--- src/rtl/muxbus_pkg.sv ---
package muxbus_pkg;
  localparam int unsigned NUM_PH = 5;
  localparam int unsigned PH_W   = $clog2(NUM_PH);

  typedef logic [PH_W-1:0] phase_t;

  localparam phase_t PH_ADDR = phase_t'(0);
  localparam phase_t PH_TURN = phase_t'(1);
  localparam phase_t PH_DS0  = phase_t'(2);
  localparam phase_t PH_DS1  = phase_t'(3);
  localparam phase_t PH_DONE = phase_t'(NUM_PH - 1);
endpackage

--- src/rtl/muxbus_phase_ctr.sv ---
module muxbus_phase_ctr
  import muxbus_pkg::*;
(
  input  logic   clk,
  input  logic   rst,
  input  logic   start,
  input  logic   lp,
  output logic   busy,
  output phase_t phase,
  output logic   accept
);
  logic slot_free;

  // idle, or the closing phase of a cycle that is really running
  always_comb begin
    slot_free = !busy || (phase == PH_DONE && !lp);
    accept    = start && slot_free;
  end

  always_ff @(posedge clk) begin
    if (rst) begin
      busy  <= 1'b0;
      phase <= PH_ADDR;
    end else if (accept) begin
      busy  <= 1'b1;
      phase <= PH_ADDR;
    end else if (busy) begin
      if (lp) begin
        phase <= PH_ADDR;
      end else if (phase == PH_DONE) begin
        busy  <= 1'b0;
        phase <= PH_ADDR;
      end else begin
        phase <= phase + phase_t'(1);
      end
    end
  end
endmodule

--- src/rtl/muxbus_lane.sv ---
module muxbus_lane
  import muxbus_pkg::*;
#(
  parameter int unsigned ADDR_W = 13,
  parameter int unsigned DATA_W = 8,
  localparam int unsigned HI_W  = ADDR_W - DATA_W
) (
  input  logic              clk,
  input  logic              rst,
  input  logic              accept,
  input  logic [ADDR_W-1:0] addr,
  input  logic              write,
  input  logic              fetch,
  input  logic [DATA_W-1:0] wdata,
  input  logic              busy,
  input  phase_t            phase,
  input  logic              lp,
  input  logic [DATA_W-1:0] bus_in,
  output logic [HI_W-1:0]   addr_hi,
  output logic [DATA_W-1:0] bus_out,
  output logic              bus_oe,
  output logic [DATA_W-1:0] rdata,
  output logic              wr_q,
  output logic              fetch_q
);
  logic [ADDR_W-1:0] addr_q;
  logic [DATA_W-1:0] wdata_q;
  logic              live;
  logic              in_ds;

  always_ff @(posedge clk) begin
    if (rst) begin
      addr_q  <= '0;
      wdata_q <= '0;
      wr_q    <= 1'b0;
      fetch_q <= 1'b0;
    end else if (accept) begin
      addr_q  <= addr;
      wdata_q <= wdata;
      wr_q    <= write;
      fetch_q <= fetch;
    end
  end

  always_comb begin
    live    = busy && !lp;
    in_ds   = (phase == PH_DS0) || (phase == PH_DS1);
    addr_hi = addr_q[ADDR_W-1:DATA_W];
    bus_out = (phase == PH_ADDR) ? addr_q[DATA_W-1:0] : wdata_q;
    bus_oe  = live && ((phase == PH_ADDR) || (in_ds && wr_q));
  end

  // capture at the edge that ends the second data-strobe clock
  always_ff @(posedge clk) begin
    if (rst) begin
      rdata <= '0;
    end else if (live && phase == PH_DS1 && !wr_q) begin
      rdata <= bus_in;
    end
  end
endmodule

--- src/rtl/muxbus_strobes.sv ---
module muxbus_strobes
  import muxbus_pkg::*;
(
  input  logic   busy,
  input  phase_t phase,
  input  logic   lp,
  input  logic   wr_q,
  input  logic   fetch_q,
  output logic   as,
  output logic   ds,
  output logic   li,
  output logic   done,
  output logic   wr_n
);
  logic live;

  always_comb begin
    live = busy && !lp;
    as   = live && (phase == PH_ADDR);
    ds   = live && (phase == PH_DS0 || phase == PH_DS1);
    li   = live && fetch_q &&
           (phase == PH_TURN || phase == PH_DS0 || phase == PH_DS1);
    done = live && (phase == PH_DONE);
    wr_n = !(busy && wr_q);
  end
endmodule

--- src/rtl/muxbus_seq.sv ---
module muxbus_seq
  import muxbus_pkg::*;
#(
  parameter int unsigned ADDR_W = 13,
  parameter int unsigned DATA_W = 8,
  localparam int unsigned HI_W  = ADDR_W - DATA_W
) (
  input  logic              clk,
  input  logic              rst,
  input  logic              start_i,
  input  logic [ADDR_W-1:0] addr_i,
  input  logic              write_i,
  input  logic              fetch_i,
  input  logic [DATA_W-1:0] wdata_i,
  input  logic              lp_i,
  output logic [DATA_W-1:0] rsp_rdata_o,
  output logic              rsp_done_o,
  output logic              as_o,
  output logic              ds_o,
  output logic              wr_n_o,
  output logic              li_o,
  output logic [HI_W-1:0]   addr_hi_o,
  output logic [DATA_W-1:0] bus_o,
  output logic              bus_oe_o,
  input  logic [DATA_W-1:0] bus_i
);
  logic   busy;
  phase_t phase;
  logic   accept;
  logic   wr_q;
  logic   fetch_q;

  muxbus_phase_ctr u_ctr (
    .clk    (clk),
    .rst    (rst),
    .start  (start_i),
    .lp     (lp_i),
    .busy   (busy),
    .phase  (phase),
    .accept (accept)
  );

  muxbus_lane #(.ADDR_W(ADDR_W), .DATA_W(DATA_W)) u_lane (
    .clk     (clk),
    .rst     (rst),
    .accept  (accept),
    .addr    (addr_i),
    .write   (write_i),
    .fetch   (fetch_i),
    .wdata   (wdata_i),
    .busy    (busy),
    .phase   (phase),
    .lp      (lp_i),
    .bus_in  (bus_i),
    .addr_hi (addr_hi_o),
    .bus_out (bus_o),
    .bus_oe  (bus_oe_o),
    .rdata   (rsp_rdata_o),
    .wr_q    (wr_q),
    .fetch_q (fetch_q)
  );

  muxbus_strobes u_strb (
    .busy    (busy),
    .phase   (phase),
    .lp      (lp_i),
    .wr_q    (wr_q),
    .fetch_q (fetch_q),
    .as      (as_o),
    .ds      (ds_o),
    .li      (li_o),
    .done    (rsp_done_o),
    .wr_n    (wr_n_o)
  );
endmodule

--- config.mk ---
export PLATFORM = sky130hd
export DESIGN_NAME = muxbus_seq
export DESIGN_NICKNAME = d
export VERILOG_FILES = /design/src/rtl/muxbus_pkg.sv /design/src/rtl/muxbus_phase_ctr.sv /design/src/rtl/muxbus_lane.sv /design/src/rtl/muxbus_strobes.sv /design/src/rtl/muxbus_seq.sv
export SDC_FILE = /design/constraint.sdc
export NUM_CORES = 1
export LEC_CHECK = 0
export ABC_AREA = 1
export BUFFER_PORTS_ARGS = -buffer_cell sky130_fd_sc_hd__buf_2
export CAP_MARGIN = 20
export CORE_ASPECT_RATIO = 1.2
export CORE_MARGIN = 5
export CORE_UTILIZATION = 50
export CTS_BUF_LIST = sky130_fd_sc_hd__clkbuf_8
export CTS_CLUSTER_DIAMETER = 30
export DETAILED_ROUTE_END_ITERATION = 8
export PLACE_DENSITY = 0.79
export REMOVE_ABC_BUFFERS = 1
export SLEW_MARGIN = 20
export SYNTH_ARGS = -nofsm -noshare
export SYNTH_HDL_FRONTEND = slang
export SYNTH_SLANG_ARGS = --single-unit
--- constraint.sdc ---
create_clock -name clk -period 1.6 [get_ports clk]
set_input_delay 0.08 -clock clk [delete_from_list [all_inputs] [get_ports clk]]
set_output_delay 0.08 -clock clk [all_outputs]
set_load 0.05 [all_outputs]
==> flow_metrics.env <==
export IMPL_hold_path_class="in2reg"
export IMPL_cts_root_buf="clkbuf_8"
export IMPL_dr_pass1_iters=4
export IMPL_cp_max_fo=5
export IMPL_cts_sinks=35
export IMPL_cts_clk_slew_worst_paths_ns=0.07
export IMPL_wl_per_cell_um=12.3
export IMPL_ys_seq_elements=35
export IMPL_die_h_um=76.9
export IMPL_grt_pass1_vias=1720
export IMPL_place_area_um2=2190
export IMPL_synthXorXnorAreaFrac=0
export IMPL_cp_arrival_ns=1.50
export IMPL_nFillCells=294
export IMPL_n_antenna_cell=0
export IMPL_synth_warnings=0
export IMPL_vias_per_cell=4.73
export IMPL_post_route_period_util=0.989
export IMPL_fmaxAchievable_mhz=632
export IMPL_whs_ns=0.0383
export IMPL_yosys_area_share_simple=0.255
export IMPL_cts_buffers=5
export IMPL_cp_required_ns=1.52
export IMPL_total_power_mw=2.08
export IMPL_dp_hpwl_um=2830
export IMPL_rsz0062_at_grt="true"
export IMPL_synth_compound_area_frac=0.149
export IMPL_finalSetupTns_ns=0
export IMPL_fin_ws_ns=0.0181
export IMPL_peakVddDrop_mv=0.737
export IMPL_power_density_nw_per_um2=815
export IMPL_slew_violations=0
export IMPL_placed_cells=348
export IMPL_leakage_nw=1.27
export IMPL_grt_pass1_wl_um=7160
export IMPL_antenna_found_initial=0
export IMPL_synthFlopType="dfxtp_1"
export IMPL_gp_congestion=0.805
export IMPL_drive_gt1_frac=0.413
export IMPL_synth_area_um2=1860
export IMPL_syn_instance_count=248
export IMPL_synth_edff_count=0
export IMPL_finalHoldViolCount=0
export IMPL_worst_pin_slew_ns=0.313
export IMPL_route_vias_total=1721
export IMPL_cap_viol_max_count=0
export IMPL_clockBufferDepth=2
export IMPL_status="complete, no violations"
export IMPL_gr_usage_all_layers=0.179
export IMPL_ant_nets=0
export IMPL_core_area_um2=3630
export IMPL_critPathLaunchType="register"
export IMPL_ios=62
export IMPL_timing_worst_setup_path_type="reg2out"
export IMPL_finish_utilization=0.701
export IMPL_cp_end_kind="primary output"
export IMPL_grt_max_degree=37
export IMPL_wl_um=4480
export IMPL_synth_top_family_by_area="simple AND/OR/NAND/NOR gates"
export IMPL_layout_cells_non_filler=364
export IMPL_synthAdderAreaFrac=0.0336
export IMPL_die_x_um=65.7
export IMPL_portBuffers=61
export IMPL_cts_tree="built"
export IMPL_clock_skew_ns=0.00432
export IMPL_insertion_delay_ns=0.29
export IMPL_async_flop_share=0
export IMPL_layout_common_cells="nor2_1 (50), buf_2 (50), dfxtp_1 (32), inv_1 (31), nand2_1 (29)"
export IMPL_finalCriticalPeriod_ns=1.58
export IMPL_postCtsHoldBufs=0
export IMPL_setup_violations=0
export IMPL_rows=24
export IMPL_syn2layout_area_growth_pct=36.7
export IMPL_grt_overflow=0
export IMPL_relSlewSlack=0.791
export IMPL_htreeDepth=2
export IMPL_synth_seq_area_share=0.376
export IMPL_nets=351
export IMPL_drt_iter0_drc=50
export IMPL_drc=0
export IMPL_die_area_um2=5050
export IMPL_pre_cts_slack_ns=0.0206
export IMPL_synthDistinctLibCells=21
export IMPL_start_util=0.513
export IMPL_final_area_um2=2550
export IMPL_avgSynthCellArea_um2=7.51
export IMPL_muxShareOfSynthArea=0.0484
## final timing paths
check	start	to	slack [ns]	depth (start not counted)
min	bus_i[6]	u_lane.rdata[6]	0.04	3
min reg2reg	u_lane.rdata[7]	u_lane.rdata[7]	0.48	2
max reg2reg	u_ctr.phase[1]	u_ctr.phase[0]	0.10	9
max	u_ctr.phase[1]	bus_o[1]	0.02	5
## cells in the mapped netlist, types with 5 or more instances
library cell | instances | area share
a21oi_1 | 9 | 0.024
a21oi_2 | 19 | 0.089
buf_2 | 7 | 0.019
buf_4 | 6 | 0.024
dfxtp_1 | 35 | 0.38
ha_1 | 5 | 0.034
inv_1 | 32 | 0.064
mux2_2 | 8 | 0.048
nand2_1 | 32 | 0.064
nand3_1 | 23 | 0.062
nor2_1 | 50 | 0.10
o21bai_1 | 8 | 0.032
## routing by layer
layer / routed length, um / part of all wire / up-vias / GRT usage
li1: - / - / 897 / -
met1: 1910 / 0.43 / 768 / 0.194
met2: 2220 / 0.49 / 51 / 0.298
met3: 286 / 0.064 / 5 / 0.0658
met4: 64 / 0.014 / 0 / 0.0913
met5: 0 / 0 / - / 0
## critical path, stage by stage, from the launching register on
cell     delay, ns
dfxtp_4       0.36
inv_4         0.07
ha_4          0.21
nand2_8       0.09
mux2_4        0.32
buf_8         0.15
## flip-flops by register name (all words and copies together), names as in the netlist
| name | count |
|---|---|
| u_lane.addr_q | 13 |
| u_lane.wdata_q | 8 |
| u_lane.fetch_q | 1 |
| u_lane.wr_q | 1 |
| u_lane.rdata | 8 |
| u_ctr.phase | 3 |
| u_ctr.busy | 1 |
## cell type report
class / instances / area, um2 / area share
multi-input combinational: 161 / 1020 / 0.401
tap: 52 / 65.1 / 0.0255
clock buffer: 5 / 68.8 / 0.0270
timing repair buffer: 73 / 528 / 0.207
clock inverter: 3 / 12.5 / 0.00491
inverter: 35 / 144 / 0.0565
sequential: 35 / 707 / 0.278
## kinds of logic after synthesis
kind of cell	count (synthesis)
multiplexers	8
AND/OR/NAND/NOR	110
buffers and inverters	53
flip-flops	35
adder cells (fa/ha/maj)	5
AO/OA/AOI/OAI	37
## report_power, final
part / internal [mW] / switching (mW)
registers: 0.918 / 0.0358
clock network: 0.293 / 0.313
logic: 0.220 / 0.297
total: 1.43 / 0.646
## repair_timing
action	4_1_cts	5_1_grt
gates cloned	1	0
endpoints found under the setup margin	12	11
resized for setup	29	33
pin swaps	1	5
setup buffers	0	7
No activity file was read; power rests on OpenSTA's default activity.
